===== config.mk =====
export PLATFORM = sky130hd
export DESIGN_NAME = rtc_count_core
export DESIGN_NICKNAME = d
export VERILOG_FILES = /design/src/rtl/rtc_pkg.sv /design/src/rtl/rtc_tick_gen.sv /design/src/rtl/rtc_time_chain.sv /design/src/rtl/rtc_snap_latch.sv /design/src/rtl/rtc_count_core.sv
export SDC_FILE = /design/constraint.sdc
export NUM_CORES = 1
export LEC_CHECK = 0
export BUFFER_PORTS_ARGS = -buffer_cell sky130_fd_sc_hd__buf_2
export CORE_ASPECT_RATIO = 1.4
export CORE_MARGIN = 10
export CORE_UTILIZATION = 60
export DETAILED_ROUTE_END_ITERATION = 16
export GPL_TIMING_DRIVEN = 0
export PLACE_DENSITY = 0.83
export SETUP_SLACK_MARGIN = 0.3
export SLEW_MARGIN = 20
export SYNTH_ARGS = -nofsm -noshare
export SYNTH_HDL_FRONTEND = slang
export SYNTH_SLANG_ARGS = --single-unit

===== constraint.sdc =====
create_clock -name clk -period 5.1 [get_ports clk]
set_input_delay 0.765 -clock clk [delete_from_list [all_inputs] [get_ports clk]]
set_output_delay 0.765 -clock clk [all_outputs]
set_load 0.1 [all_outputs]

===== src/rtl/rtc_pkg.sv =====
package rtc_pkg;

    typedef enum logic [1:0] {
        MODE_XTAL  = 2'b00,
        MODE_MAINS = 2'b01,
        MODE_EVENT = 2'b10,
        MODE_HOLD  = 2'b11
    } rtc_mode_e;

    typedef enum logic [1:0] {
        ADV_NONE,
        ADV_ONE,
        ADV_TWO,
        ADV_EVENT
    } adv_e;

    typedef struct packed {
        logic [7:0] timer;
        logic [2:0] wday;
        logic [4:0] month;
        logic [1:0] year;
        logic [5:0] date;
        logic [5:0] hour;
        logic [7:0] min;
        logic [7:0] sec;
        logic [7:0] hund;
    } rtc_regs_t;

    localparam int unsigned ADDR_W = 3;
    localparam logic [ADDR_W-1:0] A_HUND  = 3'd1;
    localparam logic [ADDR_W-1:0] A_SEC   = 3'd2;
    localparam logic [ADDR_W-1:0] A_MIN   = 3'd3;
    localparam logic [ADDR_W-1:0] A_HOUR  = 3'd4;
    localparam logic [ADDR_W-1:0] A_YDATE = 3'd5;
    localparam logic [ADDR_W-1:0] A_WMON  = 3'd6;
    localparam logic [ADDR_W-1:0] A_TIMER = 3'd7;

    localparam rtc_regs_t RTC_RESET = '{
        timer: 8'h00, wday: 3'd0, month: 5'h01, year: 2'd0,
        date: 6'h01, hour: 6'h00, min: 8'h00, sec: 8'h00, hund: 8'h00
    };

    // Two-digit BCD add of a small step; bit 8 is the carry out of 99.
    function automatic logic [8:0] bcd_add(input logic [7:0] v, input logic [3:0] k);
        logic [4:0] lo;
        logic [3:0] hi;
        logic       c;
        lo = {1'b0, v[3:0]} + {1'b0, k};
        hi = v[7:4];
        c  = 1'b0;
        if (lo > 5'd9) begin
            lo = lo - 5'd10;
            hi = hi + 4'd1;
        end
        if (hi > 4'd9) begin
            hi = 4'd0;
            c  = 1'b1;
        end
        return {c, hi, lo[3:0]};
    endfunction

    // Step by one, returning to 00 with a carry once the last value is reached.
    function automatic logic [8:0] bcd_wrap(input logic [7:0] v, input logic [7:0] last);
        logic [8:0] s;
        s = bcd_add(v, 4'd1);
        if (v >= last) return 9'h100;
        return {1'b0, s[7:0]};
    endfunction

    function automatic logic [5:0] month_last(input logic [4:0] m, input logic [1:0] y);
        case (m)
            5'h02:                      return (y == 2'd0) ? 6'h29 : 6'h28;
            5'h04, 5'h06, 5'h09, 5'h11: return 6'h30;
            default:                    return 6'h31;
        endcase
    endfunction

    function automatic logic [7:0] ctr_byte(input rtc_regs_t r, input logic [ADDR_W-1:0] a);
        case (a)
            A_HUND:  return r.hund;
            A_SEC:   return r.sec;
            A_MIN:   return r.min;
            A_HOUR:  return {2'b00, r.hour};
            A_YDATE: return {r.year, r.date};
            A_WMON:  return {r.wday, r.month};
            A_TIMER: return r.timer;
            default: return 8'h00;
        endcase
    endfunction

endpackage


===== src/rtl/rtc_tick_gen.sv =====
module rtc_tick_gen
    import rtc_pkg::*;
#(
    parameter int unsigned SRC_HZ  = 32768,
    parameter int unsigned TICK_HZ = 100
) (
    input  logic      clk,
    input  logic      rst,
    input  rtc_mode_e mode,
    input  logic      src_pulse,
    output adv_e      adv
);
    localparam int unsigned ACC_W = $clog2(SRC_HZ + TICK_HZ + 1);
    localparam logic [ACC_W-1:0] SRC_L  = ACC_W'(SRC_HZ);
    localparam logic [ACC_W-1:0] TICK_L = ACC_W'(TICK_HZ);

    logic [ACC_W-1:0] acc;
    logic [ACC_W-1:0] sum;
    logic             wrap;

    assign sum  = acc + TICK_L;
    assign wrap = (sum >= SRC_L);

    always_ff @(posedge clk) begin
        if (rst) begin
            acc <= '0;
        end else if (mode != MODE_XTAL) begin
            acc <= '0;
        end else if (src_pulse) begin
            acc <= wrap ? (sum - SRC_L) : sum;
        end
    end

    always_comb begin
        case (mode)
            MODE_XTAL:  adv = (src_pulse && wrap) ? ADV_ONE : ADV_NONE;
            MODE_MAINS: adv = src_pulse ? ADV_TWO : ADV_NONE;
            MODE_EVENT: adv = src_pulse ? ADV_EVENT : ADV_NONE;
            default:    adv = ADV_NONE;
        endcase
    end


    no_spurious_adv_chk: assert property (@(posedge clk) disable iff (rst)
        (adv != ADV_NONE) |-> (src_pulse && mode != MODE_HOLD));


    acc_bound_chk: assert property (@(posedge clk) disable iff (rst)
        (mode == MODE_XTAL && src_pulse && !wrap) |=> (acc == $past(sum)));

endmodule


===== src/rtl/rtc_time_chain.sv =====
module rtc_time_chain
    import rtc_pkg::*;
(
    input  logic              clk,
    input  logic              rst,
    input  adv_e              adv,
    input  logic              wr_en,
    input  logic [ADDR_W-1:0] wr_addr,
    input  logic [7:0]        wr_data,
    output rtc_regs_t         regs
);
    rtc_regs_t  nxt;
    logic [8:0] t_h, t_s, t_m, t_hr, t_t, t_mo, t_d;
    logic [5:0] last_d;
    logic       day_c;

    always_comb begin
        nxt    = regs;
        t_h    = '0;
        t_s    = '0;
        t_m    = '0;
        t_hr   = '0;
        t_t    = '0;
        t_mo   = '0;
        t_d    = '0;
        last_d = '0;
        day_c  = 1'b0;
        case (adv)
            ADV_ONE, ADV_TWO: begin
                t_h = bcd_add(regs.hund, (adv == ADV_TWO) ? 4'd2 : 4'd1);
                nxt.hund = t_h[7:0];
                if (t_h[8]) begin
                    t_s = bcd_wrap(regs.sec, 8'h59);
                    nxt.sec = t_s[7:0];
                    if (t_s[8]) begin
                        t_m = bcd_wrap(regs.min, 8'h59);
                        nxt.min = t_m[7:0];
                        if (t_m[8]) begin
                            t_hr = bcd_wrap({2'b00, regs.hour}, 8'h23);
                            nxt.hour = t_hr[5:0];
                            day_c = t_hr[8];
                        end
                    end
                end
                if (day_c) begin
                    last_d = month_last(regs.month, regs.year);
                    nxt.wday = (regs.wday >= 3'd6) ? 3'd0 : regs.wday + 3'd1;
                    t_t = bcd_add(regs.timer, 4'd1);
                    nxt.timer = t_t[7:0];
                    if (regs.date >= last_d) begin
                        nxt.date = 6'h01;
                        if (regs.month >= 5'h12) begin
                            nxt.month = 5'h01;
                            nxt.year  = regs.year + 2'd1;
                        end else begin
                            t_mo = bcd_add({3'b000, regs.month}, 4'd1);
                            nxt.month = t_mo[4:0];
                        end
                    end else begin
                        t_d = bcd_add({2'b00, regs.date}, 4'd1);
                        nxt.date = t_d[5:0];
                    end
                end
            end
            ADV_EVENT: begin
                t_h = bcd_add(regs.hund, 4'd1);
                nxt.hund = t_h[7:0];
                if (t_h[8]) begin
                    t_s = bcd_add(regs.sec, 4'd1);
                    nxt.sec = t_s[7:0];
                    if (t_s[8]) begin
                        t_m = bcd_add(regs.min, 4'd1);
                        nxt.min = t_m[7:0];
                    end
                end
            end
            default: ;
        endcase
        if (wr_en) begin
            case (wr_addr)
                A_HUND:  nxt.hund = wr_data;
                A_SEC:   nxt.sec  = wr_data;
                A_MIN:   nxt.min  = wr_data;
                A_HOUR:  nxt.hour = wr_data[5:0];
                A_YDATE: {nxt.year, nxt.date} = wr_data;
                A_WMON:  {nxt.wday, nxt.month} = wr_data;
                A_TIMER: nxt.timer = wr_data;
                default: ;
            endcase
        end
    end

    always_ff @(posedge clk) begin
        if (rst) regs <= RTC_RESET;
        else     regs <= nxt;
    end


    wr_hund_lands_chk: assert property (@(posedge clk) disable iff (rst)
        (wr_en && wr_addr == A_HUND) |=> (regs.hund == $past(wr_data)));


    wr_timer_isolation_chk: assert property (@(posedge clk) disable iff (rst)
        (wr_en && adv == ADV_NONE && wr_addr != A_TIMER) |=> $stable(regs.timer));


    sec_carry_chk: assert property (@(posedge clk) disable iff (rst)
        (adv == ADV_TWO && regs.hund == 8'h98 && regs.sec == 8'h59 && !wr_en)
        |=> (regs.sec == 8'h00));


    event_hour_hold_chk: assert property (@(posedge clk) disable iff (rst)
        (adv == ADV_EVENT && !wr_en) |=> $stable(regs.hour));

endmodule


===== src/rtl/rtc_snap_latch.sv =====
module rtc_snap_latch
    import rtc_pkg::*;
(
    input  logic              clk,
    input  logic              rst,
    input  logic              capture,
    input  rtc_regs_t         live,
    input  logic [ADDR_W-1:0] rd_addr,
    output logic [7:0]        rd_data
);
    rtc_regs_t snap;

    always_ff @(posedge clk) begin
        if (rst)          snap <= RTC_RESET;
        else if (capture) snap <= live;
    end

    assign rd_data = ctr_byte(snap, rd_addr);


    snap_hold_chk: assert property (@(posedge clk) disable iff (rst)
        !capture |=> $stable(snap));


    snap_take_chk: assert property (@(posedge clk) disable iff (rst)
        capture |=> (snap == $past(live)));

endmodule


===== src/rtl/rtc_count_core.sv =====
module rtc_count_core
    import rtc_pkg::*;
#(
    parameter int unsigned SRC_HZ  = 32768,
    parameter int unsigned TICK_HZ = 100
) (
    input  logic       clk,
    input  logic       rst,
    input  logic [1:0] mode,
    input  logic       src_pulse,
    input  logic [2:0] addr,
    input  logic       rd_start,
    output logic [7:0] rd_data,
    input  logic       wr_en,
    input  logic [7:0] wr_data
);
    adv_e      adv;
    rtc_regs_t live;
    rtc_mode_e mode_e;

    assign mode_e = rtc_mode_e'(mode);

    rtc_tick_gen #(
        .SRC_HZ (SRC_HZ),
        .TICK_HZ(TICK_HZ)
    ) u_tick (
        .clk      (clk),
        .rst      (rst),
        .mode     (mode_e),
        .src_pulse(src_pulse),
        .adv      (adv)
    );

    rtc_time_chain u_chain (
        .clk    (clk),
        .rst    (rst),
        .adv    (adv),
        .wr_en  (wr_en),
        .wr_addr(addr),
        .wr_data(wr_data),
        .regs   (live)
    );

    rtc_snap_latch u_snap (
        .clk    (clk),
        .rst    (rst),
        .capture(rd_start),
        .live   (live),
        .rd_addr(addr),
        .rd_data(rd_data)
    );

endmodule


# Word-level counts from Yosys, hierarchy flattened
# Cells that the tools add are included.
[op_classes]
addsub = 27
n_lt_le_gt_ge = 25
eq_ne = 17
muxes = 117
n_reduce_logical = 7
[op_table]
columns = ["operator", "count"]
rows = [
  ["2-to-1 mux 4 bit", 49],
  ["2-to-1 mux 9 bit", 11],
  ["2-to-1 mux 8 bit", 7],
  ["one-hot mux 8 bit (7 select lines)", 1],
  ["2-to-1 mux 54 bit", 1],
  ["one-hot mux 24 bit (2 select lines)", 1],
  ["greater-than comparator 4 bit (second input constant)", 10],
  ["greater-than comparator 5 x 4 -> 1 bit (second input constant)", 8],
  ["adder 4 x 1 -> 5 bit (second input constant)", 7],
  ["2-to-1 mux 16 bit", 2],
  ["subtractor 4 bit (second input constant)", 8],
  ["2-to-1 mux 30 bit", 1],
  ["2-to-1 mux 6 bit", 5],
  ["2-to-1 mux 1 bit", 26],
  ["2-to-1 mux 24 bit", 1],
  ["2-to-1 mux 22 bit", 1],
  ["adder 16 x 7 -> 16 bit (second input constant)", 1],
  ["adder 4 x 1 -> 4 bit (second input constant)", 4],
  [">= comparator 16 bit (second input constant)", 1],
  [">= comparator 8 x 7 -> 1 bit (second input constant)", 2],
  ["subtractor 16 bit (second input constant)", 1],
  ["2-to-1 mux 14 bit", 1],
  ["== test 3 bit (second input constant)", 4],
  ["one-hot mux 6 bit (2 select lines)", 1],
  ["27 further kinds", 39],
]
[totals]
ff_bits = 124
input_bits = 18
word_cells = 212

# Depth between registers and ports, before layout
# Gate-level depths: netlist (run 1).
[depth]
ltp_word = 55
depth_mapped = 22
depth_no_buf = 18

# Modules after synthesis
# From an unflattened synthesis (run 1), not the netlist that was laid out.
[unflattened]
cells_unflattened = 1068
area_unflattened_um2 = 8724.6
[by_module_without_submodules]
columns = ["module", "n_inst", "cells_each", "area_per_inst_um2", "seq_area_each_um2"]
rows = [
  ["rtc_time_chain", 1, 766, 5684.2, 1081.0],
  ["rtc_snap_latch", 1, 229, 2382.3, 1081.0],
  ["rtc_tick_gen", 1, 73, 658.1, 280.3],
]

# Worst setup path after synthesis (run 1)
# Ideal clock, no wire load.
[synth_path]
path_type = "input to register"
start = "in src_pulse"
end = "reg u_chain.regs[31] in the netlist's numbering"
arrival_time_ps = 4581
setup_slack_ps = 387
path_stages = 18
cell_sequence = "clkbuf_1 -> nor2b_1 -> o21ai_0 -> ha_1 -> inv_1 -> ha_1 -> inv_1 -> fa_1 -> buf_2 -> nand3b_1 -> a32oi_1 -> o21ai_0 -> a2111oi_2 -> o21ai_1 -> buf_2 -> buf_2 -> a221oi_1 -> nor3_1"
[synth_between]
elab_chain_cells = 18
[synth_lines]
columns = ["item", "line_no", "rtl"]
rows = [
  ["start, declared", "rtc_count_core.sv:10", "input logic src_pulse,"],
  ["logical AND 1 bit", "rtc_tick_gen.sv:36", "MODE_XTAL: adv = (src_pulse && wrap) ? ADV_ONE : ADV_NONE;"],
  ["2-to-1 mux 1 bit", "rtc_tick_gen.sv:36", ""],
  ["one-hot mux 2 bit (3 select lines) *", "rtc_tick_gen.sv:35", "case (mode)"],
  ["== test 2 bit", "rtc_time_chain.sv:28, rtc_time_chain.sv:30", ""],
  ["2-to-1 mux 2 bit", "rtc_time_chain.sv:30", "t_h = bcd_add(regs.hund, (adv == ADV_TWO) ? 4'd2 : 4'd1);"],
  ["adder 4 x 2 -> 5 bit", "rtc_pkg.sv:48", "lo = {1'b0, v[3:0]} + {1'b0, k};"],
  ["greater-than comparator 5 x 4 -> 1 bit", "rtc_pkg.sv:51", "if (lo > 5'd9) begin"],
  ["2-to-1 mux 4 bit", "rtc_pkg.sv:51", ""],
  ["(+2 left out)", "n/a", ""],
  ["2-to-1 mux 1 bit", "rtc_pkg.sv:55", "if (hi > 4'd9) begin"],
  ["2-to-1 mux 1 bit", "rtc_time_chain.sv:28", "case (adv)"],
  ["2-to-1 mux 1 bit", "rtc_time_chain.sv:32", "if (t_h[8]) begin"],
  ["2-to-1 mux 1 bit", "rtc_time_chain.sv:28", ""],
  ["2-to-1 mux 24 bit", "rtc_time_chain.sv:45", "if (day_c) begin"],
  ["2-to-1 mux 30 bit *", "rtc_time_chain.sv:28", ""],
  ["2-to-1 mux 8 bit", "rtc_time_chain.sv:80", "case (wr_addr)"],
  ["2-to-1 mux 54 bit *", "rtc_time_chain.sv:79", "if (wr_en) begin"],
  ["end signal, assigned", "rtc_time_chain.sv:95", "else regs <= nxt;"],
  ["end, declared", "rtc_time_chain.sv:10", "output rtc_regs_t regs"],
]
# Mark *: on every way between the ends. The rest lies on a longest branch, timed or not. The select of a mux whose other input is x is not followed.
# A chain may end at the register's enable or synchronous reset.

# Final worst setup path (run 1)
[layout_path]
start = "reg u_tick.acc[4]"
end = "reg u_chain.regs[31] in the netlist's numbering"
[layout_between]
elab_chain_cells = 20
[layout_lines]
columns = ["item", "line_no", "rtl"]
rows = [
  ["start, declared", "rtc_tick_gen.sv:17", "logic [ACC_W-1:0] acc;"],
  ["start signal, assigned", "rtc_tick_gen.sv:30", "acc <= wrap ? (sum - SRC_L) : sum;"],
  ["adder 16 x 7 -> 16 bit *", "rtc_tick_gen.sv:21", "assign sum = acc + TICK_L;"],
  [">= comparator 16 bit *", "rtc_tick_gen.sv:22", "assign wrap = (sum >= SRC_L);"],
  ["logical AND 1 bit *", "rtc_tick_gen.sv:36", ""],
  ["2-to-1 mux 1 bit *", "rtc_tick_gen.sv:36", ""],
  ["one-hot mux 2 bit (3 select lines) *", "rtc_tick_gen.sv:35", ""],
  ["== test 2 bit", "rtc_time_chain.sv:28, rtc_time_chain.sv:30", ""],
  ["2-to-1 mux 2 bit", "rtc_time_chain.sv:30", ""],
  ["adder 4 x 2 -> 5 bit", "rtc_pkg.sv:48", ""],
  ["(+4 left out)", "n/a", ""],
  ["2-to-1 mux 1 bit", "rtc_pkg.sv:55", ""],
  ["2-to-1 mux 1 bit", "rtc_time_chain.sv:28", ""],
  ["2-to-1 mux 1 bit", "rtc_time_chain.sv:32", ""],
  ["2-to-1 mux 1 bit", "rtc_time_chain.sv:28", ""],
  ["2-to-1 mux 24 bit", "rtc_time_chain.sv:45", ""],
  ["2-to-1 mux 30 bit *", "rtc_time_chain.sv:28", ""],
  ["2-to-1 mux 8 bit", "rtc_time_chain.sv:80", ""],
  ["2-to-1 mux 54 bit *", "rtc_time_chain.sv:79", ""],
]
# Marks and branches as above.

==> results of run 1 <==
==> state kept, by name (all words and copies together), names as in the netlist <==
| name | flops |
|---|---|
| u_snap.snap | 54 |
| u_chain.regs | 54 |
| u_tick.acc | 14 |
==> cells in the mapped netlist, types with 8 or more instances <==
| master | count | area (sq um) |
|---|---|---|
| nand2b_1 | 14 | 87.6 |
| a311oi_1 | 11 | 96.3 |
| xor2_1 | 10 | 87.6 |
| mux2i_1 | 65 | 651 |
| mux2_2 | 9 | 101 |
| nand2_1 | 73 | 274 |
| a221oi_1 | 9 | 78.8 |
| nor3_1 | 24 | 120 |
| xnor2_1 | 32 | 280 |
| buf_1 | 11 | 41.3 |
| o21ai_0 | 66 | 330 |
| dfxtp_1 | 122 | 2440 |
| a21oi_1 | 62 | 310 |
| nand4_1 | 8 | 50.1 |
| ha_1 | 48 | 601 |
| nor2_1 | 144 | 541 |
| or3_1 | 12 | 75.1 |
| and3_1 | 10 | 62.6 |
| a32oi_1 | 8 | 70.1 |
| nand3_1 | 38 | 190 |
| nor2b_1 | 15 | 93.8 |
| a211oi_1 | 15 | 113 |
| a31oi_1 | 13 | 81.3 |
| inv_1 | 54 | 203 |
| nor3b_1 | 11 | 82.6 |
| clkbuf_1 | 47 | 176 |
==> worst max-delay path by stage <==
stage                        from                to
floorplan               src_pulse  u_chain.regs[31]
global placement        src_pulse  u_chain.regs[31]
detailed placement      src_pulse  u_chain.regs[31]
CTS                 u_tick.acc[4]  u_chain.regs[31]
global route        u_tick.acc[4]  u_chain.regs[18]
finish              u_tick.acc[4]  u_chain.regs[31]
==> what timing repair did <==
action                                 in CTS  in global routing
gates resized for setup                    11                 26
buffers inserted                            2                  2
pin swaps                                   2                  8
endpoints found under the hold margin       0                  0
setup endpoints to repair                  45                 45
==> routing by layer <==
metal | vias up | global-route usage [%]
met5 | - | 0
met4 | 0 | 17.7
met3 | 112 | 4.07
met2 | 397 | 44.7
met1 | 3971 | 28.7
li1 | 3981 | -
==> worst max-delay path, stage by stage, from the launching register on <==
cell and delay [ns]:
dfxtp_2 0.35, nand3_1 0.11, nor3b_2 0.19, nor3_2 0.15
xor2_1 0.20, o21ai_2 0.11, ha_1 0.23, inv_1 0.10
ha_2 0.20, inv_1 0.05, fa_1 0.47, buf_4 0.20
nand3b_1 0.16, a32oi_4 0.11, or3_1 0.37, buf_2 0.17
a2111oi_4 0.34, o21ai_2 0.17, buf_6 0.19, buf_4 0.19
a221oi_2 0.29, nor3_1 0.08
==> area by class of cell <==
cell class | instances | area, sq um
inverter | 54 | 203
clock inverter | 14 | 196
timing repair buffer | 24 | 130
tap | 185 | 231
buffer | 66 | 287
sequential | 122 | 2450
fill | 1156 | 4290
clock buffer | 17 | 425
multi-input combinational | 832 | 5700
==> through the flow <==
stage          util [%]  power [mW]  instances  hold slack, ns
2_1_floorplan         -        1.31       1074           0.436
5_1_grt            69.2        2.79       1314           0.504
6_report           69.2        2.71       1314           0.485
4_1_cts            68.4        2.68       1312           0.486
3_5_place_dp       63.5        1.41       1279           0.461
3_3_place_gp       63.5        1.40       1279           0.456
==> logic make-up (layout without fill, tap and decap cells) <==
kind of cell               count (synthesis)  count (layout)  share of synthesized area (%)
AOI/OAI and AO/OA                        272             272                           21.5
xor gates and xnor gates                  42              42                           4.33
buffers and inverters                    120             175                           5.59
muxes                                     79              79                           10.2
and+or+nand+nor                          390             390                           22.4
DFF                                      122             122                           28.7
adders and majority gates                 49              49                           7.30
==> power breakdown <==
| part | leakage, nW | internal, mW | switching, mW |
|---|---|---|---|
| registers | 0.991 | 0.979 | 0.0311 |
| clock network | 0.296 | 0.818 | 0.468 |
| logic | 2.38 | 0.146 | 0.270 |
| total | 3.67 | 1.94 | 0.769 |
==> flow_summary.ini, run 1 <==
[status]
outcome = finished clean

[route]
met1Wirelength_um = 9560
drt-wirelength-per-cell_um = 19.7
viasPerCell = 6.44
detailedRoute.firstPassIterationCount = 5
drt_iter0_markers = 774
highest_layer = met4
route.met3.wl_um = 1820
route.detailed.drc = 0
drt-total-wl_um = 25800
wl_met2_um = 12800
vias = 8461
ant_nets = 0

[worst_hold_path]
hp-start = u_tick.acc[15]
whs_endpoint = u_tick.acc[15]
hp-class = register to register
hold_path_depth = 1

[clock_network]
clock_path_buffers = 2
cts.sinks = 122
cts_inserted_buffers = 17
cts_hold_buf = 0
cts_tree = yes
cts_root_buffer = clkbuf_16
htreeDepth = 4
clkTransAtPathRegs_ns = 0.06
clk_latency_ns = 0.42

[logic_synthesis]
yosysWarnings = 0
synth_fp_nets = 1141
synth_flop_cell = dfxtp_1
synth-edff-count = 0
ys_ff_latch = 122
synth.distinct_cells = 85
yosysSeqAreaShare_pct = 28.7
syn_inst = 1074
avgSynthCellArea_sq_um = 7.92
synth-async-reset-ratio_pct = 0
syn-cell-area_sq_um = 8500

[floorplanning]
die_area_sq_um = 19400
rows = 51
die_w_um = 121
die_h_um = 161
num_io_pins = 26
core_area_sq_um = 13900
start_util_pct = 61.1

[worst_setup_path]
crit_fanout = 10
worstSetupEndpointType = register
rr_worst_depth = 21
setup.worst_path.start_class = register
worstPathArrival_ns = 4.87
cp.required_ns = 5.37
r2r_slack_ns = 0.51
reg2reg_from = u_tick.acc[4]
rr_endpoint = u_chain.regs[31]
path_class = register to register

[global_route]
grt_pass1_wl_um = 41200
gr-total-overflow = 0
grt_max_degree = 17
grt_antenna_before_repair = 0
grtUsageTotal_pct = 26.0
grt_pass1_vias = 8123

[timing]
rsz0062_at_grt = false
max_freq_mhz = 218
period_needed_ns = 4.59
clock_skew_ns = 0.00850
slew_violations = 0
setup_violations = 0
fin_crit_sh_pct = 90.1
max-slew-margin-rel_pct = 24.4
finalWorstSetupSlack_ns = 0.506
tns_ns = 0
final_hold_viol_count = 0
worst_slew_pin_slew_ns = 1.12

[placed_design]
gp_congestion = 1.00
dpl_cell_area_sq_um = 8830
io_buffers = 20
place_worst_setup_slack_ns = -0.512
dp_hpwl_um = 18600

[power]
vdd_drop_max_mv = 0.251
powerDensity_nw_per_um2 = 282
leakagePower_nw = 3.67

[final_layout]
drive_gt1_share_pct = 10.6
fin_nets = 1184
antenna_cells = 0
synthToLayoutAreaGrowth_pct = 13.2
finalInstanceArea_sq_um = 9620
layout_commonest_cell = nor2_1
final_cell_mix = nor2_1, dfxtp_1, nand2_1

[flow_run]
cap_violations = 0
Note: power is estimated with default switching activity, not from simulation.
==> inputs of run 2 (changes only) <==
--- a/config.mk
+++ b/config.mk
@@ -12,3 +12,3 @@
 export DETAILED_ROUTE_END_ITERATION = 16
-export GPL_TIMING_DRIVEN = 0
+export GPL_TIMING_DRIVEN = 1
 export PLACE_DENSITY = 0.83
--- a/constraint.sdc
+++ b/constraint.sdc
@@ -3,2 +3,2 @@
 set_output_delay 0.765 -clock clk [all_outputs]
-set_load 0.1 [all_outputs]
+set_load 0.01 [all_outputs]
==> flow_summary.ini, run 2 (synthesized netlist as in run 1, its figures left out) <==
[final_layout]
synthToLayoutAreaGrowth_pct = 8.73
fin_nets = 1126
reg_top3 = u_chain.regs: 54 flops, u_snap.snap: 54 flops, u_tick.acc: 14 flops
antenna_cells = 0
layout_commonest_cell = nor2_1
drive_gt1_share_pct = 9.79
final_cell_mix = nor2_1, dfxtp_1, nand2_1
final_cells = 1257
finalInstanceArea_sq_um = 9240
fin_util_pct = 66.5

[floorplanning]
num_io_pins = 26
core_area_sq_um = 13900
die_area_sq_um = 19400
rows = 51
die_w_um = 121
die_h_um = 161
start_util_pct = 61.1

[timing]
final_hold_viol_count = 0
tns_ns = 0
rsz0062_at_grt = false
whs_ns = 0.490
period_needed_ns = 4.54
slew_violations = 0
max_freq_mhz = 220
worst_slew_pin_slew_ns = 1.18
max-slew-margin-rel_pct = 20.3
clock_skew_ns = 0.0111
fin_crit_sh_pct = 89.0
setup_violations = 0

[power]
internal_power_mw = 1.80
combinationalPowerShare_pct = 13.9
p_sw_share_pct = 27.6
vdd_drop_max_mv = 0.229
leakagePower_nw = 3.54
power_switching_mw = 0.684
powerDensity_nw_per_um2 = 268
clockPowerShare_pct = 44.8
seq_power_share_pct = 41.4

[placed_design]
dp_cells = 1225
io_buffers = 25
dpl_cell_area_sq_um = 8640
gp_congestion = 0.980
dp_hpwl_um = 16000

[clock_network]
clock_path_buffers = 2
cts_inserted_buffers = 17
cts.sinks = 122
ctsResizeCount = 2
cts_setup_buffers = 0
cts_hold_buf = 0
htreeDepth = 4
cts_root_buffer = clkbuf_16
cts_tree = yes
clkTransAtPathRegs_ns = 0.05
clk_latency_ns = 0.42

[worst_setup_path]
rr_endpoint = u_chain.regs[27]
cp.depth = 19
worstSetupEndpointType = register
startpoint = u_tick.acc[2]
path_class = register to register
crit_slowest_cell = fa_2
crit_fanout = 8
reg2reg_from = u_tick.acc[2]
cp.required_ns = 5.42
setup.worst_path.start_class = register
r2r_slack_ns = 0.56
worstPathArrival_ns = 4.86
worstSetupEndpoint = u_chain.regs[27]
rr_worst_depth = 19
crit_buf_inv = 3
critPathTopFamily = simple AND/OR/NAND/NOR gates
cpPeakStageDelay_ns = 0.55
worstPathCellList = nand3_1, nor3b_2, nor3_2, xor2_1, o21ai_2, ha_1, inv_1, ha_1, inv_1, fa_2, nand3b_1, a32oi_2, buf_4, nand2b_2, a21o_1, o2111a_1, nand2b_2, or4_1, a311oi_1

[route]
detailedRoute.firstPassIterationCount = 6
drt-total-wl_um = 22900
viasPerCell = 6.38
drt-wirelength-per-cell_um = 18.2
ant_nets = 0
drt_iter0_markers = 644
route.detailed.drc = 0
vias = 8017

[global_route]
grt_pass1_vias = 7678
grt_antenna_before_repair = 0
grt_max_degree = 58
gr-total-overflow = 0
grt_pass1_wl_um = 37800
grtUsageTotal_pct = 23.6

[worst_hold_path]
hp-class = register to register
hold_path_depth = 2

[status]
outcome = finished clean

[flow_run]
cap_violations = 0
==> run 2: layout make-up <==
class | count | area, sq um
Multi-Input combinational cell | 832 | 5640
Clock buffer | 26 | 509
Timing Repair Buffer | 32 | 184
Fill cell | 1173 | 4670
Sequential cell | 122 | 2440
Clock inverter | 6 | 37.5
Tap cell | 185 | 231
Inverter | 54 | 203
==> run 2: how the worst min path moves through the flow <==
stage                 endpoint             from
2_1_floorplan  u_snap.snap[38]  u_snap.snap[38]
3_3_place_gp   u_snap.snap[38]  u_snap.snap[38]
3_5_place_dp   u_snap.snap[38]  u_snap.snap[38]
4_1_cts        u_snap.snap[18]  u_snap.snap[18]
5_1_grt        u_snap.snap[23]  u_snap.snap[23]
6_report       u_snap.snap[18]  u_snap.snap[18]
==> run 2: worst min-delay path: stages, from the launching register on <==
cell and delay [ns]:
dfxtp_1 0.32, mux2i_1 0.06, nor2_1 0.08
==> run 2: power by group through the flow <==
stage	logic, mW	clock network [mW]	registers (mW)
finish	0.344	1.11	1.03
global placement	0.326	0	1.04
global route	0.381	1.16	1.03
detailed placement	0.332	0	1.04
CTS	0.336	1.12	1.02
floorplan	0.270	0	1.02
==> run 2: routing by layer <==
layer  vias to the layer above  track usage, %  share of wire [%]
met5                         -               0                  0
met3                        78            4.00                5.9
met4                         0            14.1                5.0
met1                      3759            27.3                 41
li1                       3869               -                  -
met2                       311            39.6                 48
==> run 2: per-stage QoR <==
stage / power, mW / setup WS [ns]
2_1_floorplan: 1.29 / 0.387
3_3_place_gp: 1.37 / 0.376
3_5_place_dp: 1.38 / 0.192
4_1_cts: 2.48 / 0.358
5_1_grt: 2.57 / 0.286
6_report: 2.48 / 0.560
